==> src/rtl/cmdRspPkg.sv <==
package cmdRspPkg;
  typedef enum logic [2:0] {
    ST_IDLE     = 3'd0,
    ST_READY    = 3'd1,
    ST_COMPLETE = 3'd2,
    ST_EXEC     = 3'd3,
    ST_RECV     = 3'd4
  } engState_t;

  typedef struct packed {
    logic ptrClr;
    logic ptrInc;
    logic hostWr;
    logic rspAllow;
  } dpCtl_t;

  localparam int HDR_MIN = 6;
endpackage

==> src/rtl/cmdRspData.sv <==
module cmdRspData
  import cmdRspPkg::*;
#(
  parameter int DEPTH   = 320,
  parameter int ADDR_W  = $clog2(DEPTH),
  parameter int CNT_W   = $clog2(DEPTH + 1),
  parameter int BURST_W = (CNT_W > 8) ? CNT_W : 8
) (
  input  logic               clk,
  input  logic               rstN,
  input  dpCtl_t             ctl,
  input  logic [7:0]         hostData,
  input  logic               rspWrEn,
  input  logic [ADDR_W-1:0]  rspAddr,
  input  logic [7:0]         rspData,
  input  logic               dataAvail,
  input  logic               byteView,
  output logic [CNT_W-1:0]   ptr,
  output logic [31:0]        hdrLenNext,
  output logic [7:0]         rdByte,
  output logic [BURST_W-1:0] burst,
  output logic               lastByte
);
  logic [7:0] mem [DEPTH];
  logic [0:3][7:0] hdrCur;
  logic [0:3][7:0] hdrNx;
  logic [31:0] hdrLen;
  logic [CNT_W-1:0] rspLen;
  logic [BURST_W-1:0] freeSpace;
  logic rspInRange;

  assign rspInRange = 32'(rspAddr) < DEPTH;

  always_ff @(posedge clk) begin
    if (ctl.hostWr) mem[ptr[ADDR_W-1:0]] <= hostData;
    else if (ctl.rspAllow && rspWrEn && rspInRange) mem[rspAddr] <= rspData;
  end

  // header bytes 2..5 shadowed in registers so the length is visible
  // in the same cycle the last header byte arrives
  for (genvar k = 0; k < 4; k++) begin : g_hdr
    localparam logic [CNT_W-1:0]  HPOS = CNT_W'(k + 2);
    localparam logic [ADDR_W-1:0] APOS = ADDR_W'(k + 2);
    logic [7:0] hdrQ;
    always_ff @(posedge clk) begin
      if (!rstN) hdrQ <= '0;
      else if (ctl.hostWr && ptr == HPOS) hdrQ <= hostData;
      else if (ctl.rspAllow && rspWrEn && rspAddr == APOS) hdrQ <= rspData;
    end
    assign hdrCur[k] = hdrQ;
    assign hdrNx[k]  = (ctl.hostWr && ptr == HPOS) ? hostData : hdrQ;
  end

  assign hdrLen     = hdrCur;
  assign hdrLenNext = hdrNx;
  assign rspLen     = (hdrLen > 32'(DEPTH)) ? CNT_W'(DEPTH) : hdrLen[CNT_W-1:0];
  assign lastByte   = ({1'b0, ptr} + 1'b1) >= {1'b0, rspLen};

  always_ff @(posedge clk) begin
    if (!rstN)           ptr <= '0;
    else if (ctl.ptrClr) ptr <= '0;
    else if (ctl.ptrInc) ptr <= ptr + 1'b1;
  end

  assign rdByte = (32'(ptr) < DEPTH) ? mem[ptr[ADDR_W-1:0]] : 8'hFF;

  always_comb begin
    freeSpace = BURST_W'(DEPTH) - BURST_W'(ptr);
    if (byteView && freeSpace > BURST_W'(255)) freeSpace = BURST_W'(255);
    burst = dataAvail ? BURST_W'(rspLen - ptr) : freeSpace;
  end
endmodule

==> src/rtl/cmdRspCtrl.sv <==
module cmdRspCtrl
  import cmdRspPkg::*;
#(
  parameter int          DEPTH  = 320,
  parameter int          CNT_W  = $clog2(DEPTH + 1),
  parameter logic [1:0]  FAMILY = 2'b01
) (
  input  logic             clk,
  input  logic             rstN,
  input  logic             isActive,
  input  logic             wrEn,
  input  logic             wrSel,
  input  logic [2:0]       cmdBits,
  input  logic             rdFifo,
  input  logic             execDone,
  input  logic             execSelftest,
  input  logic [CNT_W-1:0] ptr,
  input  logic [31:0]      hdrLenNext,
  input  logic             lastByte,
  output dpCtl_t           ctl,
  output engState_t        state,
  output logic [7:0]       sts,
  output logic             evReady,
  output logic             evValid,
  output logic             evData,
  output logic             execStart,
  output logic             cancelReq
);
  engState_t nxtState;
  logic rdyQ, vldQ, davQ, expQ, stQ, abtQ;
  logic rdyN, vldN, davN, expN, stN, abtN;
  logic stsWr, reqRdy, reqGo, reqRetry, fifoWr, fifoRd;
  logic doW, vldPrev;
  logic [CNT_W-1:0] cntNext;

  assign stsWr    = wrEn && wrSel && isActive;
  assign reqRdy   = stsWr && cmdBits == 3'b001;
  assign reqGo    = stsWr && cmdBits == 3'b010;
  assign reqRetry = stsWr && cmdBits == 3'b100;
  assign fifoWr   = wrEn && !wrSel && isActive;
  assign fifoRd   = rdFifo && isActive;
  assign cntNext  = ptr + 1'b1;

  always_comb begin
    nxtState = state;
    rdyN = rdyQ; vldN = vldQ; davN = davQ; expN = expQ;
    stN = stQ; abtN = abtQ;
    ctl = '0;
    evReady = 1'b0; evValid = 1'b0; evData = 1'b0;
    execStart = 1'b0; cancelReq = 1'b0;
    doW = 1'b0; vldPrev = vldQ;
    case (state)
      ST_IDLE: if (reqRdy) begin
        nxtState = ST_READY;
        rdyN = 1'b1; vldN = 1'b0; davN = 1'b0; expN = 1'b0;
        evReady = 1'b1;
      end
      ST_READY: begin
        if (reqRdy) ctl.ptrClr = 1'b1;
        else if (fifoWr) begin
          nxtState = ST_RECV;
          rdyN = 1'b0; vldN = 1'b1; davN = 1'b0; expN = 1'b1;
          vldPrev = 1'b1;
          doW = 1'b1;
        end
      end
      ST_RECV: begin
        if (reqRdy) begin
          nxtState = ST_READY;
          ctl.ptrClr = 1'b1;
          rdyN = 1'b1; vldN = 1'b0; davN = 1'b0; expN = 1'b0;
          evReady = 1'b1;
        end else if (reqGo && !expQ) begin
          nxtState = ST_EXEC;
          execStart = 1'b1;
        end else if (fifoWr && expQ) doW = 1'b1;
      end
      ST_EXEC: begin
        ctl.rspAllow = 1'b1;
        if (execDone) begin
          stN = stQ | execSelftest;
          ctl.ptrClr = 1'b1;
          abtN = 1'b0;
          if (abtQ || reqRdy) begin
            nxtState = ST_READY;
            rdyN = 1'b1; vldN = 1'b0; davN = 1'b0; expN = 1'b0;
            evReady = 1'b1;
          end else begin
            nxtState = ST_COMPLETE;
            rdyN = 1'b0; vldN = 1'b1; davN = 1'b1; expN = 1'b0;
            evData = 1'b1; evValid = 1'b1;
          end
        end else if (reqRdy) begin
          abtN = 1'b1;
          cancelReq = 1'b1;
        end
      end
      ST_COMPLETE: begin
        if (reqRdy) begin
          nxtState = ST_READY;
          ctl.ptrClr = 1'b1;
          if (!rdyQ) begin
            rdyN = 1'b1; vldN = 1'b0; expN = 1'b0;
            evReady = 1'b1;
          end
          davN = 1'b0;
        end else if (reqRetry) begin
          ctl.ptrClr = 1'b1;
          rdyN = 1'b0; vldN = 1'b1; davN = 1'b1; expN = 1'b0;
        end else if (fifoRd && davQ) begin
          ctl.ptrInc = 1'b1;
          if (lastByte) begin
            rdyN = 1'b0; vldN = 1'b1; davN = 1'b0; expN = 1'b0;
            evValid = 1'b1;
          end
        end
      end
      default: nxtState = ST_IDLE;
    endcase

    // command byte store and completeness check
    if (doW) begin
      if (32'(ptr) < DEPTH) begin
        ctl.hostWr = 1'b1;
        ctl.ptrInc = 1'b1;
        if (32'(cntNext) >= HDR_MIN) begin
          rdyN = 1'b0; vldN = 1'b1; davN = 1'b0;
          expN = hdrLenNext > 32'(cntNext);
          if (!vldPrev) evValid = 1'b1;
        end
      end else begin
        rdyN = 1'b0; vldN = 1'b1; davN = 1'b0; expN = 1'b0;
      end
    end
  end

  always_ff @(posedge clk) begin
    if (!rstN) begin
      state <= ST_IDLE;
      rdyQ <= 1'b0; vldQ <= 1'b0; davQ <= 1'b0; expQ <= 1'b0;
      stQ <= 1'b0; abtQ <= 1'b0;
    end else begin
      state <= nxtState;
      rdyQ <= rdyN; vldQ <= vldN; davQ <= davN; expQ <= expN;
      stQ <= stN; abtQ <= abtN;
    end
  end

  assign sts = {1'b0, FAMILY, stQ, expQ, davQ, vldQ, rdyQ};
endmodule

==> src/rtl/cmdRspEngine.sv <==
module cmdRspEngine
  import cmdRspPkg::*;
#(
  parameter int          DEPTH   = 320,
  parameter logic [1:0]  FAMILY  = 2'b01,
  localparam int         ADDR_W  = $clog2(DEPTH),
  localparam int         CNT_W   = $clog2(DEPTH + 1),
  localparam int         BURST_W = (CNT_W > 8) ? CNT_W : 8
) (
  input  logic               clk,
  input  logic               rstN,
  input  logic               isActive,
  input  logic               wrEn,
  input  logic               wrSel,
  input  logic [7:0]         wrData,
  input  logic               rdFifo,
  input  logic               byteView,
  output logic [7:0]         rdData,
  output logic [7:0]         stsOut,
  output logic [BURST_W-1:0] burstCount,
  output logic [2:0]         engState,
  output logic               evReady,
  output logic               evValid,
  output logic               evData,
  output logic               execStart,
  output logic [CNT_W-1:0]   execLen,
  output logic               cancelReq,
  input  logic               rspWrEn,
  input  logic [ADDR_W-1:0]  rspAddr,
  input  logic [7:0]         rspData,
  input  logic               execDone,
  input  logic               execSelftest
);
  dpCtl_t           ctl;
  engState_t        state;
  logic [CNT_W-1:0] ptr;
  logic [31:0]      hdrLenNext;
  logic [7:0]       rdByte;
  logic             lastByte;

  cmdRspCtrl #(.DEPTH(DEPTH), .CNT_W(CNT_W), .FAMILY(FAMILY)) u_ctrl (
    .clk, .rstN, .isActive, .wrEn, .wrSel,
    .cmdBits(wrData[2:0]), .rdFifo, .execDone, .execSelftest,
    .ptr, .hdrLenNext, .lastByte, .ctl, .state, .sts(stsOut),
    .evReady, .evValid, .evData, .execStart, .cancelReq
  );

  cmdRspData #(.DEPTH(DEPTH), .ADDR_W(ADDR_W), .CNT_W(CNT_W), .BURST_W(BURST_W)) u_data (
    .clk, .rstN, .ctl, .hostData(wrData), .rspWrEn, .rspAddr, .rspData,
    .dataAvail(stsOut[2]), .byteView, .ptr, .hdrLenNext, .rdByte,
    .burst(burstCount), .lastByte
  );

  assign engState = state;
  assign execLen  = ptr;
  assign rdData   = (state == ST_COMPLETE && stsOut[2] && isActive) ? rdByte : 8'hFF;
endmodule

==> config.mk <==
export PLATFORM = sky130hd
export DESIGN_NAME = cmdRspEngine
export DESIGN_NICKNAME = d
export VERILOG_FILES = /design/src/rtl/cmdRspPkg.sv /design/src/rtl/cmdRspData.sv /design/src/rtl/cmdRspCtrl.sv /design/src/rtl/cmdRspEngine.sv
export SDC_FILE = /design/constraint.sdc
export NUM_CORES = 2
export LEC_CHECK = 0
export ABC_AREA = 1
export BUFFER_PORTS_ARGS = -buffer_cell sky130_fd_sc_hd__buf_2
export CORE_ASPECT_RATIO = 1.25
export CORE_MARGIN = 2
export CORE_UTILIZATION = 65
export CTS_BUF_LIST = sky130_fd_sc_hd__clkbuf_4
export DETAILED_ROUTE_END_ITERATION = 16
export GPL_TIMING_DRIVEN = 1
export PLACE_DENSITY_LB_ADDON = 0.15
export SLEW_MARGIN = 40
export SYNTH_ARGS = -nofsm -noshare
export SYNTH_HDL_FRONTEND = slang
export SYNTH_SLANG_ARGS = --single-unit
==> constraint.sdc <==
create_clock -name clk -period 41.7 [get_ports clk]
set_input_delay 2.085 -clock clk [delete_from_list [all_inputs] [get_ports clk]]
set_output_delay 2.085 -clock clk [all_outputs]
set_load 0.01 [all_outputs]
==> out/results.md <==
* outcome: completed
* Worst Hold Path Cells: 2
* maximum number of pins on one net before global-route repair: 216
* average detailed-routed wire length per instance: 25.8 µm
* flop and latch count out of synthesis: 2,619
* library cell with the highest instance count after synthesis: sky130_fd_sc_hd__edfxtp_1
* Layout Cell Area excl Fill: 0.116 mm²
* count of cell types in the netlist: 52
* Detailed Route WL: 294 mm
* sum of negative setup slack: 0 ps
* number of nets still failing antenna checks after routing: 0
* Root Driver: sky130_fd_sc_hd__clkbuf_4
* hold slack: 473 ps
* cell accounting for the most synthesized area: sky130_fd_sc_hd__edfxtp_1
* Chip Height: 456 µm
* Clock Pin Slew Worst Setup and Hold Paths: 70 ps
* clock group share of total power: 38.7%
* Reg2Reg Launch Point: u_data.ptr[0]
* Initial DRC Count: 9,922
* CP peak stage delay: 700 ps
* number of setup buffers added after CTS: 0
* switching power: 0.00119 W
* count of final hold-check violations: 0
* predominant post-synthesis flop cell: sky130_fd_sc_hd__edfxtp_1
* number of clock buffers inserted by TritonCTS: 623
* leading cell types by total area after synthesis: sky130_fd_sc_hd__edfxtp_1 (72%), sky130_fd_sc_hd__o21ai_0 (7.3%), sky130_fd_sc_hd__nor2_1 (7.0%)
* met3 Resource Use GR: 8.42%
* CP max stage cell: sky130_fd_sc_hd__buf_4
* parity-gate share of the synthesized area counting xor and xnor cells: 0.0908%
* Setup-failing EPs final: 0
* clock latency of the later-clocked register in the worst-skew pair: 1400 ps
* Worst EP arrival: 7310 ps
* Max Root-Sink Buffers: 4
* Critical Path Sink Type: output pin
* DR vias: 74,393
* Synth Area in Simple Gates: 9.69%
* post-layout power: 0.00519 W
* max_cap viols: 0
* most heavily used metal layer in global routing: met2
* post-synth design cell area: 0.106 mm²
* count of buffers from port buffering: 73
* Total Die Area: 0.167 mm²
* vias in the first global route: 71,800
* number of instances in the synthesized netlist: 8,640
* CP dominant cell by count: sky130_fd_sc_hd__nand3_1
* vias per inst: 6.51
* VDD IR max: 34.7 µV
* fraction of post-synthesis cell area in the top cell type by area: 72.4%
* TritonCTS clock tree: built
* leakage: 38.6 nW
* largest family of logic cells by synthesized area: compound AO/OA/AOI/OAI gates
* Core Area: 0.162 mm²
* Final period util: 22.5%
* reg-to-reg slack, setup: 36,890 ps
* terminating pin of the worst hold path: u_ctrl.stQ
* YS warnings: 0
* worst relative slew slack: 36.4%
* combinational power share: 5.4%
* number of enable flip-flop cells after synthesis: 2,560
* global placer's final weighted congestion: 0.907
* area after detailed placement: 0.108 mm²
* Placement Rows: 165
* global-route met1 utilization: 45.9%
* combined global-route utilization of all metal layers: 35.1%
* class of the most critical setup path: reg2out
* Synth async-reset ratio: 0%
* R2R depth: 14
* total overflow reported by the global router: 0
* global routing met2 resource utilization: 54.7%
* Worst Tran Pin Value: 955 ps
* sequential share of the synthesized area: 73.5%
* total half-perimeter wirelength after legalization and detailed placement: 161 mm
* io pins: 77
* critical-path cell list: buf_4 > buf_6 > buf_12 > buf_16 > buf_6 > o21ai_0 > o22ai_1 > nand2_1 > nand3_1 > nand3_1 > a21oi_1 > o21ai_0 > nand3_1 > nand3_1 > nand3_1 > buf_2
* fraction of final layout cells with drive strength greater than 1: 13.9%
* fraction of the mapped netlist area in adder cells: 0.349%
* share of power burned in registers: 55.9%
* area fraction in compound gates after synthesis: 13.2%
* first-pass GRT wire length: 436 mm
* overall die width: 365 µm
* setup skew after layout: 58.7 ps
* worst hold path startpoint: u_ctrl.stQ
* post-layout min period: 9390 ps
* iteration count of the initial detailed-routing pass: 8
* average size of a mapped cell: 12.3 µm²
* type of the tightest min-delay check: reg2reg
* switching share of power: 23.0%
* Net count, final: 8,879
* Data required, critical path: 39,620 ps
* number of antenna violations at the first check in global routing: 5
* H-tree depth reported by CTS: 6
* DRC Markers: 0
* final slew viol count: 0
* Reg2Reg Capture Point: u_data.mem[45][3]
* count of hold-fix buffers inserted at cts: 0
* achievable frequency: 0.106 GHz
* initial core utilization: 65.5%
* RSZ-0062 raised after global routing: no
* P_int: 0.00399 W
* mux cell area share after synthesis: 0.0189%
* Max Fanout on Critical Path: 146
* ranking of synthesized cells by instance count: sky130_fd_sc_hd__edfxtp_1 (2,560), sky130_fd_sc_hd__nor2_1 (1,990), sky130_fd_sc_hd__o21ai_0 (1,559)
* layout overhead on the synthesized area: 9.02%
* number of sinks handled by clock tree synthesis: 2,619
* power per cell area: 44.8 mW/mm²
* post-cts sizing count: 0
* kind of start point of the critical path: register
cell type report:
cell class              instances  area, µm²
diodes                          9       22.5
clock buffers                 907       6810
clock inverters               144        739
fillers                     11107      46300
inverters                     136        542
multi-input cells            5251      25100
flip-flops and latches       2619      78100
well taps                    2171       2720
repair buffers                184       1710
logic make-up (layout without fill, tap and decap cells):
| group | Yosys count | in the layout |
|---|---|---|
| simple gates | 2637 | 2637 |
| flops | 2619 | 2619 |
| compound gates | 2569 | 2569 |
| buf+inv | 771 | 1371 |
| fa+ha+maj | 29 | 29 |
| xor+xnor | 11 | 11 |
| other cells | 2 | 12 |
| mux | 2 | 2 |
routing by layer:
metal,wire (µm),vias to the layer above
met5,13,-
li1,-,32485
met1,105000,36059
met2,139000,4999
met3,34600,848
met4,16300,2
per-stage QoR:
step / instances / utilization [%] / setup slack, ps
CTS: 11403 / 71.1 / 32290
global placement: 10346 / 66.3 / 33640
detailed placement: 10352 / 66.5 / 33760
finish: 11421 / 71.4 / 32310
floorplan: 8641 / - / 23700
global route: 11421 / 71.4 / 31920
power groups by stage:
stage | sequential, W | combinational (W) | clock [W]
3_3_place_gp | 0.00296 | 0.000261 | 0
2_1_floorplan | 0.00300 | 0.000163 | 0
4_1_cts | 0.00290 | 0.000270 | 0.00202
6_report | 0.00290 | 0.000282 | 0.00201
3_5_place_dp | 0.00296 | 0.000269 | 0
5_1_grt | 0.00290 | 0.000299 | 0.00215
cells in the final DEF (no fill, tap or decap), types with 13 or more instances in the layout:
cell,Yosys,final
sky130_fd_sc_hd__o22ai_1,742,742
sky130_fd_sc_hd__o21ai_0,1559,1551
sky130_fd_sc_hd__nand3_1,164,164
sky130_fd_sc_hd__inv_2,9,23
sky130_fd_sc_hd__buf_12,0,17
sky130_fd_sc_hd__ha_1,28,28
sky130_fd_sc_hd__nor2_2,4,91
sky130_fd_sc_hd__clkinv_1,3,111
sky130_fd_sc_hd__dfxtp_1,59,53
sky130_fd_sc_hd__buf_6,12,30
sky130_fd_sc_hd__inv_1,124,121
sky130_fd_sc_hd__buf_4,43,53
sky130_fd_sc_hd__buf_2,169,73
sky130_fd_sc_hd__nand2_2,0,19
sky130_fd_sc_hd__edfxtp_1,2560,2560
sky130_fd_sc_hd__nor3_1,29,29
sky130_fd_sc_hd__nor2_1,1990,1902
sky130_fd_sc_hd__a21oi_1,124,124
sky130_fd_sc_hd__o21ai_1,89,89
sky130_fd_sc_hd__o221ai_1,19,19
sky130_fd_sc_hd__nand2_1,421,401
sky130_fd_sc_hd__clkinv_2,0,13
sky130_fd_sc_hd__clkbuf_4,0,907
critical path: cells and delay by family, from the launching register on:
family / cells / cell delay [ps]
compound gates: 4 / 890
buf+inv: 6 / 2950
flops: 1 / 650
simple gates: 6 / 1170
state kept, by name (all words and copies together) (netlist names), named ones only:
register and cells:
u_ctrl.davQ 1, u_data.ptr 9, u_ctrl.vldQ 1, u_ctrl.state 3
u_data.g_hdr.hdrQ 32, u_data.mem 2560, u_ctrl.stQ 1, u_ctrl.abtQ 1
u_ctrl.expQ 1, u_ctrl.rdyQ 1
how the worst max path moves through the flow:
| stage | end | slack [ps] | cells past startpoint |
|---|---|---|---|
| 6_report | rdData[4] | 32310 | 16 |
| 5_1_grt | rdData[4] | 31920 | 16 |
| 4_1_cts | rdData[4] | 32290 | 15 |
| 3_5_place_dp | rdData[4] | 33760 | 15 |
| 3_3_place_gp | rdData[4] | 33640 | 15 |
| 2_1_floorplan | u_data.mem[0][0] | 23700 | 5 |
Note: power is estimated with default switching activity, not from simulation.
